File: config.mk
export PLATFORM = sky130hd
export DESIGN_NAME = i2c_blk_master
export DESIGN_NICKNAME = d
export VERILOG_FILES = /design/src/rtl/i2c_blk_master.sv
export SDC_FILE = /design/constraint.sdc
export NUM_CORES = 1
export LEC_CHECK = 0
export ABC_AREA = 1
export CORE_AREA = 2 2 103 105
export CTS_BUF_LIST = sky130_fd_sc_hd__clkbuf_16
export DETAILED_ROUTE_END_ITERATION = 7
export DIE_AREA = 0 0 105 107
export GPL_ROUTABILITY_DRIVEN = 1
export GPL_TIMING_DRIVEN = 0
export SETUP_SLACK_MARGIN = 0.02
export SYNTH_ARGS = -nofsm -noshare
export SYNTH_HDL_FRONTEND = slang
export SYNTH_SLANG_ARGS = --single-unit
File: constraint.sdc
create_clock -name clk -period 2 [get_ports clk]
set_clock_uncertainty 0.2 [all_clocks]
set_input_delay 0.3 -clock clk [delete_from_list [all_inputs] [get_ports clk]]
set_output_delay 0.3 -clock clk [all_outputs]
set_load 0.01 [all_outputs]
File: src/rtl/i2c_blk_master.sv
module i2c_blk_master #(
  parameter int CLK_HZ        = 50_000_000,
  parameter int STRETCH_LIMIT = 2000
) (
  input  logic       clk,
  input  logic       rst_n,
  input  logic       start,
  input  logic       fast,
  input  logic [5:0] rd_len,
  output logic       tx_pop,
  input  logic [7:0] tx_data,
  input  logic       tx_last,
  output logic       rx_push,
  output logic [7:0] rx_data,
  input  logic       scl_in,
  input  logic       sda_in,
  output logic       scl_oe,
  output logic       sda_oe,
  output logic       busy,
  output logic       done,
  output logic [2:0] result
);
  localparam int Q_SLOW = CLK_HZ / 400_000;
  localparam int Q_FAST = CLK_HZ / 1_600_000;
  localparam int QW = $clog2(Q_SLOW + 1);
  localparam int SW = $clog2(STRETCH_LIMIT + 1);

  typedef enum logic [1:0] {S_IDLE, S_START, S_XFER, S_STOP} st_t;
  typedef enum logic [1:0] {K_ADDR, K_WR, K_RD} kind_t;

  st_t        st;
  kind_t      kind;
  logic [1:0] ph;
  logic [3:0] bidx;
  logic [7:0] sh;
  logic       smp, rdir, is_last, fast_q, done_q, push_q;
  logic [5:0] left;
  logic [QW-1:0] qcnt;
  logic [SW-1:0] scnt;
  logic [2:0] res;

  wire [QW-1:0] qlast = fast_q ? QW'(Q_FAST - 1) : QW'(Q_SLOW - 1);
  wire txing       = (kind != K_RD);
  wire wait_hi     = (st == S_XFER || st == S_STOP) && ph == 2'd1 && !scl_in;
  wire tick        = !wait_hi && (qcnt == qlast);
  wire stretch_out = wait_hi && (scnt == SW'(STRETCH_LIMIT - 1));
  wire lost        = (st == S_XFER) && ph == 2'd1 && tick && txing && !bidx[3] && sh[7] && !sda_in;
  wire byte_end    = (st == S_XFER) && ph == 2'd3 && tick && bidx[3];
  wire load_wr     = byte_end && !smp && ((kind == K_ADDR && !rdir) || (kind == K_WR && !is_last));

  assign tx_pop  = (st == S_IDLE && start) || load_wr;
  assign rx_push = push_q;
  assign rx_data = sh;
  assign busy    = (st != S_IDLE);
  assign done    = done_q;
  assign result  = res;

  always_comb begin
    scl_oe = 1'b0;
    sda_oe = 1'b0;
    case (st)
      S_START: begin scl_oe = ph[0]; sda_oe = 1'b1; end
      S_XFER: begin
        scl_oe = (ph == 2'd0) || (ph == 2'd3);
        sda_oe = bidx[3] ? (!txing && left != 6'd1) : (txing && !sh[7]);
      end
      S_STOP: begin scl_oe = (ph == 2'd0); sda_oe = (ph != 2'd2); end
      default: ;
    endcase
  end

  always_ff @(posedge clk or negedge rst_n) begin
    if (!rst_n) begin
      st <= S_IDLE; kind <= K_ADDR; ph <= '0; bidx <= '0; sh <= '0;
      smp <= 1'b0; rdir <= 1'b0; is_last <= 1'b0; fast_q <= 1'b0;
      done_q <= 1'b0; push_q <= 1'b0; left <= '0; qcnt <= '0; scnt <= '0; res <= '0;
    end else begin
      done_q <= 1'b0;
      push_q <= 1'b0;
      scnt   <= wait_hi ? scnt + 1'b1 : '0;
      if (st != S_IDLE) qcnt <= tick ? '0 : (wait_hi ? qcnt : qcnt + 1'b1);
      case (st)
        S_IDLE: if (start) begin
          st <= S_START; ph <= '0; qcnt <= '0; fast_q <= fast; left <= rd_len;
          kind <= K_ADDR; sh <= tx_data; rdir <= tx_data[0]; bidx <= '0; res <= '0;
        end
        S_START: if (tick) begin
          if (ph[0]) begin st <= S_XFER; ph <= '0; end
          else ph <= 2'd1;
        end
        S_XFER: begin
          if (stretch_out) begin
            st <= S_IDLE; res <= 3'd4; done_q <= 1'b1;
          end else if (lost) begin
            st <= S_IDLE; res <= 3'd1; done_q <= 1'b1;
          end else if (tick) begin
            ph <= ph + 1'b1;
            if (ph == 2'd1) smp <= sda_in;
            if (ph == 2'd3) begin
              if (!bidx[3]) begin
                sh   <= {sh[6:0], smp};
                bidx <= bidx + 1'b1;
                if (kind == K_RD && bidx == 4'd7) push_q <= 1'b1;
              end else begin
                bidx <= '0;
                if (load_wr) begin
                  sh <= tx_data; is_last <= tx_last; kind <= K_WR;
                end else begin
                  case (kind)
                    K_ADDR: if (smp) begin res <= 3'd2; st <= S_STOP; end
                            else kind <= K_RD;
                    K_WR: begin
                      if (smp) res <= 3'd3;
                      st <= S_STOP;
                    end
                    default: if (left == 6'd1) st <= S_STOP;
                             else left <= left - 1'b1;
                  endcase
                end
              end
            end
          end
        end
        S_STOP: begin
          if (stretch_out) begin
            st <= S_IDLE; res <= 3'd4; done_q <= 1'b1;
          end else if (tick) begin
            if (ph == 2'd2) begin st <= S_IDLE; done_q <= 1'b1; end
            else ph <= ph + 1'b1;
          end
        end
        default: st <= S_IDLE;
      endcase
    end
  end

  a_r11_done_one_cycle: assert property (@(posedge clk) disable iff (!rst_n)
    done |=> !done);

  a_r10_sda_still_while_scl_up: assert property (@(posedge clk) disable iff (!rst_n)
    (st == S_XFER && $past(st == S_XFER) && !scl_oe && !$past(scl_oe)) |-> $stable(sda_oe));

  a_r8_bus_free_after_loss: assert property (@(posedge clk) disable iff (!rst_n)
    lost |=> (!scl_oe && !sda_oe && done && result == 3'd1));

  a_r7_stretch_code: assert property (@(posedge clk) disable iff (!rst_n)
    (done && $past(wait_hi)) |-> result == 3'd4);

  a_r1_pop_push_apart: assert property (@(posedge clk) disable iff (!rst_n)
    !(tx_pop && rx_push));

  a_r3_push_in_read: assert property (@(posedge clk) disable iff (!rst_n)
    rx_push |-> (busy && kind == K_RD));

  a_r11_result_range: assert property (@(posedge clk) disable iff (!rst_n)
    done |-> result <= 3'd4);
endmodule

==> flow_summary.ini, run 1 <==
[setup_path]
reg2reg_to = st[0]
required_ns = 1.50
critPathLaunchType = register
path_max_fanout = 5
crit_buf_inv = 2
path_cells = inv_1, ha_1, nor2_1, a311o_1, buf_2
cp-end-kind = output pin
ff2ff_setup_slack_ns = -0.18
startpoint = ph[0]
crit_slowest_cell = dfrtp_2
crit_family = flip-flops
r2r_start = ph[1]
crit_arrival_ns = 1.68
crit_type = register to output pin
reg2reg_depth = 15
slowest_delay_ns = 0.45

[global_route]
grt_pass1_wl_um = 13300
grt_max_degree = 31
antenna_found_initial = 0
grt_pass1_vias = 2837
grt-ovfl-total = 0
track_usage = 0.145

[min_path]
min_to = result[2]
holdPathStages = 2
hp-start = result[2]
hold_path_class = register to register

[outcome]
violations = setup timing
status = complete, but fails checks

[finish]
drive_gt1_frac = 0.349
diodes = 0
stdcell_area_mm2 = 0.00442
nets = 490
area_growth_pct = 48.9

[placement]
place_area_mm2 = 0.00355
dp_hpwl_um = 5210
gp_congestion = 0.851
port_buffers = 37

[detailed_routing]
wl_per_cell_um = 13.4
drt_pass1_iterations = 4
routed_via_density = 4.69
drcViolationCount = 0
drt.antenna.violating_nets = 0
drt_wl_total_um = 7970
drt_first_iter_violations = 165
num_vias = 2801

[floorplan]
die_w_um = 105
die-area_mm2 = 0.0112
core_mm2 = 0.0101
start_util = 0.294
ios = 38
die_height_um = 107
std_cell_rows = 37

[logic_synthesis]
netlist_area_mm2 = 0.00297
avgSynthCellArea_um2 = 7.96
post-synth-top-count-cell = nand2_1
yosysTopAreaCell = dfrtp_1
ys_top_cells_by_area = dfrtp_1 43%, nand2_1 10%, inv_1 4.9%
synth.distinct_cells = 40
syn-instance-count = 373
syn_nets = 403
synth_seq_cells = 51
synth_ff_type = dfrtp_1
async_flop_share = 1.00
synth_top_cells_by_count = 79 x nand2_1, 51 x dfrtp_1, 39 x inv_1
synth-edff-count = 0
synth_top_area_frac = 0.430
ys_seq_area_frac = 0.430
yosys_warnings = 0

[sta]
final-max-slew-violation-count = 0
relSlewSlack = 0.639
final.min_clock_period_ns = 2.18
setup_viol = 28
rsz0062_at_grt = true
totalNegativeSetupSlack_ns = -2.76
max_freq_mhz = 458
setup_ws_ns = -0.184
hold_ws_ns = 0.275
hold_viol_final = 0
worst_slew_pin_slew_ns = 0.542
period_share = 1.09

[power]
total_power_mw = 4.65
ir_worst_vdd_mv = 0.484
leakagePower_nw = 1.98
powerDensity_mw_per_mm2 = 1050

[cts]
clk_latency_ns = 0.29
max-clock-path-buffers = 2
htreeDepth = 2
cts_tree = built
cts.clk_slew.worst_paths_ns = 0.07
cts-root-buf = clkbuf_16
cts_made_buffers = 5
cts_sinks = 51

[run]
maxCapViolCount = 0
==> timing repair <==
item,CTS,global route
gates resized for setup,60,69
setup buffers,28,13
pin swaps,18,29
hold buffers,1,0
hold endpoints to repair,21,0
endpoints found under the setup margin,30,35
cloned,2,0
==> metal layers <==
| layer | up-vias | wire, um | GRT usage |
|---|---|---|---|
| met2 | 63 | 3800 | 0.247 |
| li1 | 1414 | - | - |
| met3 | 13 | 375 | 0.0365 |
| met4 | 0 | 127 | 0.0333 |
| met5 | - | 0 | 0 |
| met1 | 1311 | 3670 | 0.185 |
==> final cells by class <==
type	count	area, um^2
timing repair buffer	80	723
fill	1023	5670
inverter	46	195
sequential	51	1280
clock inverter	3	38.8
multi-input combinational	270	1820
tap	136	170
clock buffer	5	125
buffer	6	67.6
==> logic make-up after synthesis <==
| group | share of synthesized area |
|---|---|
| and+or+nand+nor | 0.288 |
| DFF | 0.430 |
| xor gates and xnor gates | 0.0148 |
| buffers and inverters | 0.0717 |
| AOI/OAI and AO/OA | 0.146 |
| muxes | 0.0110 |
| adders and majority gates | 0.0379 |
==> worst min-delay path, cell delays in order (launching register included) <==
cell	delay, ns
dfrtp_1	0.34
nand2_1	0.06
nand2_1	0.04
==> cell usage in the layout (no fill, tap or decap), drive strengths merged, types with 4 or more instances in the layout <==
cell type	instances
nand3	29
clkdlybuf4s50	32
ha	9
dfrtp	51
o21ai	29
nor2	48
nand2	83
o22ai	4
xor2	5
inv	46
a21oi	27
buf	51
clkbuf	6
a21o	5
nand4	8
nor3	8
==> state kept, by name, summed over array words and instances (netlist names) <==
register  count
st            2
fast_q        1
is_last       1
kind          2
rdir          1
done          1
smp           1
ph            2
rx_push       1
rx_data       8
scnt         11
bidx          4
qcnt          7
result        3
left          6
==> worst max path at each step <==
stage,endpoint,slack (ns),cells after the start
final,sda_oe,-0.18,5
after global routing,sda_oe,-0.27,5
after CTS,sda_oe,-0.17,7
after detailed placement,tx_pop,-0.52,6
after global placement,left[3],-1.21,1
after floorplan,rx_data[2],0.02,11
==> stage by stage <==
stage           util  worst slack, ns  instances
3_3_place_gp   0.351            -1.21        546
4_1_cts        0.406           -0.165        586
2_1_floorplan      -           0.0250        373
6_report       0.438           -0.184        597
5_1_grt        0.438           -0.270        597
3_5_place_dp   0.352           -0.520        547
==> report_power, final <==
part | switching (mW) | internal, mW | total, mW | leakage, nW
sequential | 0.286 | 1.31 | 1.59 | 0.649
combinational | 1.09 | 1.00 | 2.09 | 1.25
clock | 0.385 | 0.584 | 0.970 | 0.0812
total | 1.76 | 2.89 | 4.65 | 1.98
No activity file was read; power rests on OpenSTA's default activity.
==> run 2: changes to the inputs <==
- CAP_MARGIN: not set -> 20
- GPL_TIMING_DRIVEN: 0 -> 1
==> run 2 against run 1 <==
Compared with the run above:
- the flow still finishes with violations (setup timing)
- critical path depth increased by 10
- total power is 0.15% higher
- sequential share of layout area down 0.42 points
- cell area rose by 1.3%
- first-iteration DRC count fell by 41%
- worst setup slack improved by 0.060 ns
- wire length down 2.1%
- final cell count rose by 4.9%
- critical path type is now register to register
- highest routed layer unchanged
==> flow_summary.ini, run 2 (same netlist as run 1, synthesis figures left out) <==
[floorplan]
ios = 38
die_w_um = 105
die-area_mm2 = 0.0112
core_mm2 = 0.0101
die_height_um = 107
std_cell_rows = 37
start_util = 0.294

[detailed_routing]
drcViolationCount = 0
routed-wl-met3_um = 335
drt_pass1_iterations = 5
num_vias = 2874
drt_wl_total_um = 7810
wl_per_cell_um = 12.5
drt.antenna.violating_nets = 0
routed_via_density = 4.59
top_layer = met4
wl_met2_um = 3660
wl_met1_um = 3750
drt_first_iter_violations = 98

[setup_path]
r2r_start = ph[1]
critPathCapture = st[1]
reg2reg_depth = 15
crit_slowest_cell = dfrtp_1
crit_type = register to register
slowest_delay_ns = 0.40
critPathLaunchType = register
reg2reg_to = st[1]
required_ns = 1.97
cp-end-kind = register
ff2ff_setup_slack_ns = -0.12
startpoint = ph[1]
path_cells = inv_2, ha_4, nand2_4, nor2_8, inv_4, nor2_4, nand2_4, nand2_2, nor2_1, nor2_1, nand2_1, nor2_1, nand2_1, nand2_1, o21ai_1
path_max_fanout = 4
crit_arrival_ns = 2.10

[finish]
largest_reg_flops = 11
drive_gt1_frac = 0.331
final_cell_count_no_fill = 626
nets = 519
stdcell_area_mm2 = 0.00448
most-common-layout-cells = 70 x nand2_1, 70 x buf_4, 49 x dfrtp_1
fin_util = 0.444
area_growth_pct = 50.8
largest_register = scnt
diodes = 0

[min_path]
hold_path_class = register to register

[global_route]
grt-ovfl-total = 0
grt_pass1_vias = 2764
track_usage = 0.142
antenna_found_initial = 0
grt_max_degree = 52
grt_pass1_wl_um = 13100

[placement]
place_area_mm2 = 0.00399
dp_cells = 604
port_buffers = 37
gp_congestion = 0.862
dp_hpwl_um = 5680

[cts]
cts_sinks = 51
cts_tree = built
cts_made_buffers = 5
clk_latency_ns = 0.29
htreeDepth = 2
max-clock-path-buffers = 2
cts-root-buf = clkbuf_16
cts.clk_slew.worst_paths_ns = 0.06

[run]
maxCapViolCount = 0

[sta]
totalNegativeSetupSlack_ns = -1.75
max_freq_mhz = 471
final-max-slew-violation-count = 0
rsz0062_at_grt = true
hold_viol_final = 0
worst_slew_pin_slew_ns = 0.330
period_share = 1.06
relSlewSlack = 0.779
setup_viol = 25
final.min_clock_period_ns = 2.12
setup_ws_ns = -0.124

[outcome]
violations = setup timing
status = complete, but fails checks

[power]
leakagePower_nw = 2.07
total_power_mw = 4.66
powerDensity_mw_per_mm2 = 1040
ir_worst_vdd_mv = 0.473
==> run 2: worst min-delay path by stage <==
stage / from / end / slack (ns) / cells after the start
after global placement: rst_n / qcnt[6] / 0.12 / 2
final: result[2] / result[2] / 0.28 / 2
after global routing: result[1] / result[1] / 0.32 / 2
after detailed placement: rst_n / scnt[2] / 0.12 / 2
after CTS: result[0] / result[0] / 0.29 / 2
after floorplan: rst_n / bidx[0] / -0.20 / 0
==> run 2: what timing repair did <==
action	CTS	global route
pin swaps	8	12
gates cloned	1	0
endpoints found under the hold margin	51	0
gates resized for setup	27	46
buffers inserted	5	8
endpoints found under the setup margin	30	35
hold buffers	1	0
==> run 2: layout make-up <==
class                      count  area (um^2)
clock buffer                   5          125
clock inverter                 3         38.8
fill                        1048         5620
inverter                      46          175
multi-input combinational    271         1710
sequential                    51         1280
tap                          136          170
timing repair buffer         114          976
==> run 2: worst max-delay path: cells and delay by family, from the launching register on <==
family	cells	cell delay, ns
and+or+nand+nor	11	1.05
DFF	1	0.40
adders and majority gates	1	0.15
AOI/OAI and AO/OA	1	0.06
buffers and inverters	2	0.14
==> run 2: report_power, final <==
part	internal, mW	switching (mW)	total (mW)
clock network	0.584	0.374	0.958
registers	1.29	0.202	1.50
logic	1.13	1.07	2.21
total	3.01	1.65	4.66
==> run 2: metal layers <==
layer | vias to the layer above | GRT usage
met1 | 1325 | 0.196
met4 | 0 | 0.0314
met5 | - | 0
met3 | 7 | 0.0255
met2 | 64 | 0.234
li1 | 1478 | -
==> run 2: through the flow <==
step	hold WS (ns)	setup WS, ns
5_1_grt	0.321	-0.255
2_1_floorplan	-0.196	0.0250
4_1_cts	0.286	-0.102
3_5_place_dp	0.117	-0.289
3_3_place_gp	0.116	-0.298
6_report	0.277	-0.124
==> run 3: changes to the inputs <==
- HOLD_SLACK_MARGIN: not set -> 0.1
==> results of run 3 <==
Same layout as run 2: the final DEF is identical, and so are final timing and power.
